==> src/rtl/gpio_pinshare_pkg.sv <==
package gpio_pinshare_pkg;

    localparam logic [7:0] OFS_LEVEL = 8'h00;
    localparam logic [7:0] OFS_DRIVE = 8'h04;
    localparam logic [7:0] OFS_OPEND = 8'h08;
    localparam logic [7:0] OFS_SENSE = 8'h0C;

    typedef enum logic [2:0] {
        KIND_LEVEL,
        KIND_DRIVE,
        KIND_OPEND,
        KIND_SENSE,
        KIND_NONE
    } reg_kind_e;

    function automatic reg_kind_e decode_offset(input logic [7:0] ofs);
        case (ofs)
            OFS_LEVEL: return KIND_LEVEL;
            OFS_DRIVE: return KIND_DRIVE;
            OFS_OPEND: return KIND_OPEND;
            OFS_SENSE: return KIND_SENSE;
            default:   return KIND_NONE;
        endcase
    endfunction

endpackage

==> src/rtl/gpio_pinshare_sync.sv <==
module gpio_pinshare_sync #(
    parameter int N      = 24,
    parameter int STAGES = 2
) (
    input  logic         clk,
    input  logic         rst_n,
    input  logic [N-1:0] pin_raw,
    output logic [N-1:0] pin_sync
);
    logic [N-1:0] stage_d [STAGES];
    logic [N-1:0] stage_q [STAGES];

    always_comb begin
        stage_d[0] = pin_raw;
        for (int s = 1; s < STAGES; s++) begin
            stage_d[s] = stage_q[s-1];
        end
    end

    always_ff @(posedge clk) begin
        for (int s = 0; s < STAGES; s++) begin
            if (!rst_n) stage_q[s] <= '0;
            else        stage_q[s] <= stage_d[s];
        end
    end

    assign pin_sync = stage_q[STAGES-1];
endmodule

==> src/rtl/gpio_pinshare_regs.sv <==
module gpio_pinshare_regs
    import gpio_pinshare_pkg::*;
#(
    parameter int N      = 24,
    parameter int ADDR_W = 4,
    parameter int DATA_W = 32
) (
    input  logic              clk,
    input  logic              rst_n,
    input  logic              bus_sel,
    input  logic              bus_wr,
    input  logic [ADDR_W-1:0] bus_addr,
    input  logic [N-1:0]      wdata_lo,
    input  logic [N-1:0]      pin_sync,
    output logic              bus_ready,
    output logic [DATA_W-1:0] bus_rdata,
    output logic [N-1:0]      level_q,
    output logic [N-1:0]      drive_q,
    output logic [N-1:0]      opend_q
);
    typedef struct packed {
        logic [N-1:0]      level;
        logic [N-1:0]      drive;
        logic [N-1:0]      opend;
        logic              rdy;
        logic [DATA_W-1:0] rdat;
    } regs_t;

    regs_t st_d, st_q;

    always_comb begin
        reg_kind_e kind;
        kind = decode_offset(8'(bus_addr));
        st_d      = st_q;
        st_d.rdy  = bus_sel;
        st_d.rdat = '0;
        if (bus_sel) begin
            if (!bus_wr) begin
                case (kind)
                    KIND_LEVEL: st_d.rdat = DATA_W'(st_q.level);
                    KIND_DRIVE: st_d.rdat = DATA_W'(st_q.drive);
                    KIND_OPEND: st_d.rdat = DATA_W'(st_q.opend);
                    KIND_SENSE: st_d.rdat = DATA_W'(pin_sync);
                    default:    st_d.rdat = '0;
                endcase
            end else begin
                case (kind)
                    KIND_LEVEL: st_d.level = wdata_lo;
                    KIND_DRIVE: st_d.drive = wdata_lo;
                    KIND_OPEND: st_d.opend = wdata_lo;
                    default:    ;
                endcase
            end
        end
    end

    always_ff @(posedge clk) begin
        if (!rst_n) st_q <= '0;
        else        st_q <= st_d;
    end

    assign bus_ready = st_q.rdy;
    assign bus_rdata = st_q.rdat;
    assign level_q   = st_q.level;
    assign drive_q   = st_q.drive;
    assign opend_q   = st_q.opend;
endmodule

==> src/rtl/gpio_pinshare_padmux.sv <==
module gpio_pinshare_padmux #(
    parameter int           N          = 24,
    parameter logic [N-1:0] SHARE_MASK = {1'b0, {(N-1){1'b1}}}
) (
    input  logic [N-1:0] level_q,
    input  logic [N-1:0] drive_q,
    input  logic [N-1:0] opend_q,
    input  logic [N-1:0] alt_sel,
    input  logic [N-1:0] alt_out,
    input  logic [N-1:0] alt_oe,
    output logic [N-1:0] pad_out,
    output logic [N-1:0] pad_oe
);
    for (genvar i = 0; i < N; i++) begin : g_pin
        logic gpio_out, gpio_oe, give_away;
        assign gpio_out  = level_q[i] & ~opend_q[i];
        assign gpio_oe   = drive_q[i] & ~(opend_q[i] & level_q[i]);
        if (SHARE_MASK[i]) begin : g_shared
            assign give_away = alt_sel[i];
        end else begin : g_fixed
            logic unused_alt;
            assign unused_alt = alt_sel[i];
            assign give_away  = 1'b0;
        end
        assign pad_out[i] = give_away ? alt_out[i] : gpio_out;
        assign pad_oe[i]  = give_away ? alt_oe[i]  : gpio_oe;
    end
endmodule

==> src/rtl/gpio_pinshare.sv <==
module gpio_pinshare #(
    parameter int                  NUM_PINS    = 24,
    parameter int                  ADDR_W      = 4,
    parameter int                  DATA_W      = 32,
    parameter int                  SYNC_STAGES = 2,
    parameter logic [NUM_PINS-1:0] SHARE_MASK  = {1'b0, {(NUM_PINS-1){1'b1}}}
) (
    input  logic                clk,
    input  logic                rst_n,
    input  logic                bus_sel,
    input  logic                bus_wr,
    input  logic [ADDR_W-1:0]   bus_addr,
    input  logic [DATA_W-1:0]   bus_wdata,
    output logic [DATA_W-1:0]   bus_rdata,
    output logic                bus_ready,
    input  logic [NUM_PINS-1:0] alt_sel,
    input  logic [NUM_PINS-1:0] alt_out,
    input  logic [NUM_PINS-1:0] alt_oe,
    input  logic [NUM_PINS-1:0] pad_in,
    output logic [NUM_PINS-1:0] pad_out,
    output logic [NUM_PINS-1:0] pad_oe
);
    logic [NUM_PINS-1:0] pin_sync;
    logic [NUM_PINS-1:0] reg_level, reg_drive, reg_opend;
    logic                unused_wdata_hi;

    assign unused_wdata_hi = ^bus_wdata[DATA_W-1:NUM_PINS];

    gpio_pinshare_sync #(.N(NUM_PINS), .STAGES(SYNC_STAGES)) u_sync (
        .clk      (clk),
        .rst_n    (rst_n),
        .pin_raw  (pad_in),
        .pin_sync (pin_sync)
    );

    gpio_pinshare_regs #(.N(NUM_PINS), .ADDR_W(ADDR_W), .DATA_W(DATA_W)) u_regs (
        .clk       (clk),
        .rst_n     (rst_n),
        .bus_sel   (bus_sel),
        .bus_wr    (bus_wr),
        .bus_addr  (bus_addr),
        .wdata_lo  (bus_wdata[NUM_PINS-1:0]),
        .pin_sync  (pin_sync),
        .bus_ready (bus_ready),
        .bus_rdata (bus_rdata),
        .level_q   (reg_level),
        .drive_q   (reg_drive),
        .opend_q   (reg_opend)
    );

    gpio_pinshare_padmux #(.N(NUM_PINS), .SHARE_MASK(SHARE_MASK)) u_padmux (
        .level_q (reg_level),
        .drive_q (reg_drive),
        .opend_q (reg_opend),
        .alt_sel (alt_sel),
        .alt_out (alt_out),
        .alt_oe  (alt_oe),
        .pad_out (pad_out),
        .pad_oe  (pad_oe)
    );
endmodule

==> config.mk <==
export PLATFORM = sky130hd
export DESIGN_NAME = gpio_pinshare
export DESIGN_NICKNAME = d
export VERILOG_FILES = /design/src/rtl/gpio_pinshare_pkg.sv /design/src/rtl/gpio_pinshare_sync.sv /design/src/rtl/gpio_pinshare_regs.sv /design/src/rtl/gpio_pinshare_padmux.sv /design/src/rtl/gpio_pinshare.sv
export SDC_FILE = /design/constraint.sdc
export NUM_CORES = 1
export LEC_CHECK = 0
export BUFFER_PORTS_ARGS = -buffer_cell sky130_fd_sc_hd__buf_2
export CORE_MARGIN = 4
export CORE_UTILIZATION = 50
export DETAILED_ROUTE_END_ITERATION = 7
export PLACE_DENSITY_LB_ADDON = 0.25
export SYNTH_ARGS = -nofsm -noshare
export SYNTH_HDL_FRONTEND = slang
export SYNTH_SLANG_ARGS = --single-unit
export TNS_END_PERCENT = 50
==> constraint.sdc <==
create_clock -name clk -period 1.7 [get_ports clk]
set_input_delay 0.425 -clock clk [delete_from_list [all_inputs] [get_ports clk]]
set_output_delay 0.425 -clock clk [all_outputs]
set_load 0.01 [all_outputs]
==> qor.txt <==
Max stage delay on crit path - 0.35 ns
Post-placement worst setup slack - -0.111 ns
Area growth from synthesis to layout - 29.4%
Static Leakage - 3.16 nW
CTS Sinks - 145
Setup WS post-layout - 0.0400 ns
Worst slew pin tran - 0.574 ns
Largest net degree at the start of global routing - 121
Global-route wire length before repair - 28600 um
Critical Path, Cell by Cell - nand2_1, nand2_1, o21ai_0, buf_2
Synth warn - 0
Clock latency on the worst-skew pair - 0.41 ns
Vias - 6209
Type of the worst setup path - reg -> out
Critical path's slowest cell - dfxtp_1
Cells after Synth - 728
Post-synthesis compound-gate area fraction - 28.8%
Fmax - 602 MHz
# fillers - 989
Hold Path Class - in -> reg
Critical R2R Launch - u_regs.opend_q[0]
ANT nets after route - 0
Comb power frac - 9.0%
Final critical-path share of the clock period - 97.6%
Clock skew - 0.00768 ns
CP arrival - 1.23 ns
Post-synth EDFFs - 0
Sw frac - 23.0%
Power per cell area - 983 nW/um^2
Power Total - 8.09 mW
Vias/cell - 5.67
CTS Buf Count - 17
Row count - 40
Clock Path Buffers - 2
DIE HEIGHT - 121 um
Die area - 14600 sq um
Adder-Cell Fraction of Synth Area - 0%
Min Tclk post-route - 1.66 ns
Number of diodes - 0
Cts hold-fix bufs - 0
Proportion of synthesized area in mux cells - 0%
Post-route DRC - 0
Resize count post-CTS - 1
Total grt overflow - 0
Hold Path Origin - pad_in[17]
Yosys top cell by area - dfxtp_1
Yosys top cell area share - 45.6%
Critical path's top delay family - flip-flops
XOR/XNOR Fraction of Synth Area - 0%
Crit path capture type - output pin
DIE WIDTH - 121 um
Core region area - 12200 sq um
Clock root cell - clkbuf_16
Int Pwr - 6.23 mW
Clk slew on worst S/H paths - 0.06 ns
Net load switching power - 1.86 mW
Crit. Startpoint - u_regs.level_q[11]
Syn Area/Cell - 8.74 sq um
Simple-Gate Fraction of Synth Area - 20.2%
Endpoints failing setup - 0
Routability congestion estimate - 0.783
First-iteration detailed-routing DRC count - 699
Largest cells by area after synthesis - dfxtp_1, o21ai_0, a21boi_0, nand3_1, a22oi_1
Max-cap violation count - 0
Main synth FF type - dfxtp_1
DR WL/cell - 16.9 um
Port bufs - 197
Required time worst endpoint - 1.27 ns
Fraction of layout cells with a size suffix above 1 - 31.2%
I/O pin total - 217
FFs w/ async S/R, synth - 0%
Total Nets Final - 1050
Status - complete, no violations
Peak VDD IR - 0.468 mV
TritonCTS clock tree - done
RSZ-0062 raised after global routing - false
Tot GR Track Use - 24.6%
Fin. Hold Viols - 0
Slew margin rel. - 61.7%
Critical Path Fanout Max - 4
Largest family of logic cells by synthesized area - compound AO/OA/AOI/OAI gates
FF+latch count, synth - 145
CP dominant cell by count - nand2_1
Mapped cell area - 6360 sq um
Share of power burned in registers - 43.2%
Max Slew Vio Count - 0
DRT Pass-1 Iters - 5
Synth cell types - 27
Sequential element share of the synthesized area - 45.6%
Vias in the first global route - 5814
Initial antenna violation count - 1
Startpoint types - flop
Initial Utilization - 52.1%
CTS HTree Levels - 4
Clock network power share - 47.8%
Final WL - 18500 um
Dpl hpwl - 12200 um
CP Buf/Inv Count - 1
Post-CTS Setup Inserts - 0
==> cell families after synthesis <==
| group | after synthesis |
|---|---|
| compound gates | 263 |
| buf+inv | 70 |
| flops | 145 |
| other cells | 1 |
| simple gates | 249 |
==> power groups by stage <==
stage / Clock [mW] / Combinational (mW) / Sequential (mW)
after global routing: 4.07 / 0.789 / 3.50
after CTS: 3.90 / 0.721 / 3.49
after detailed placement: 0 / 0.717 / 3.56
after global placement: 0 / 0.700 / 3.56
after floorplan: 0 / 0.339 / 3.56
final: 3.87 / 0.728 / 3.49
==> worst register-to-register path, cell delays in order, from the launching register on <==
cell       delay, ns
dfxtp_1         0.38
a22oi_1         0.08
a2111oi_0       0.43
==> registers in the layout (all words and copies together) (netlist names) <==
signal	flops
u_sync.stage_q	48
u_regs.level_q	24
u_regs.bus_rdata	24
u_regs.drive_q	24
u_regs.bus_ready	1
u_regs.opend_q	24
==> cells in the mapped netlist, types with 2 or more instances <==
library cell,instances
dfxtp_1,145
o21ai_0,118
nand2_1,93
nand3_1,72
a21boi_0,67
and2_1,49
a22oi_1,48
clkbuf_1,45
nand2b_1,23
a2111oi_2,20
buf_4,10
a21boi_1,6
buf_2,6
a2111oi_0,4
buf_1,4
buf_6,4
nor2b_1,2
nor4b_4,2
or2b_1,2
==> path summary, 6_finish.rpt <==
kind                           end  slack, ns  depth (start not counted)
max                     pad_oe[11]       0.04                          4
min          u_sync.stage_q[0][17]       0.21                          2
max reg2reg    u_regs.bus_rdata[0]       0.67                          2
min reg2reg   u_sync.stage_q[1][7]       0.43                          1
==> cells in the final DEF, fill, tap and decap left out, types with 2 or more instances in the layout <==
master and count:
nand3_1 72, a22oi_1 48, inv_6 2, dfxtp_1 145, buf_4 25, buf_12 7, nor4b_4 2, clkbuf_1 2
a21boi_0 67, and2_1 49, buf_2 197, nand2b_1 23, a2111oi_2 20, bufinv_16 4, or2_2 2, o21ai_0 110
a21boi_1 6, clkbuf_16 17, clkinv_2 3, clkinv_4 2, nand2_1 93, clkinvlp_4 2, conb_1 8, o21ai_1 6
or2b_1 2, a2111oi_0 4, o21ai_2 2
==> per-stage QoR <==
step / hold WS [ns] / util, % / instance area [sq um] / std cells / setup TNS (ns)
final: 0.212 / 67.4 / 8230 / 1095 / 0
after global routing: 0.200 / 67.4 / 8230 / 1095 / 0
after CTS: 0.204 / 67.3 / 8220 / 1095 / 0
after detailed placement: 0.419 / 62.3 / 7600 / 1063 / -1.11
after global placement: 0.414 / 62.3 / 7600 / 1063 / -0.297
after floorplan: 0.412 / - / 6390 / 735 / 0
==> layout make-up <==
type | count | area [sq um] | share of cell area, %
Tap cell | 168 | 210 | 2.55
Timing Repair Buffer | 229 | 1310 | 16.0
Multi-Input combinational cell | 520 | 3180 | 38.6
Inverter | 1 | 3.75 | 0.0456
Clock inverter | 13 | 185 | 2.25
Clock buffer | 19 | 433 | 5.26
Sequential cell | 145 | 2900 | 35.3
==> per-layer routing <==
metal	vias to the layer above	part of all wire, %	GRT usage, %	routed length, um
met5	-	0.038	0	7
met4	2	1.9	9.92	345
met3	41	8.8	5.47	1620
met2	319	49	41.0	9030
met1	2900	41	30.7	7500
li1	2947	-	-	-
Power figures use the tool's default switching activity.
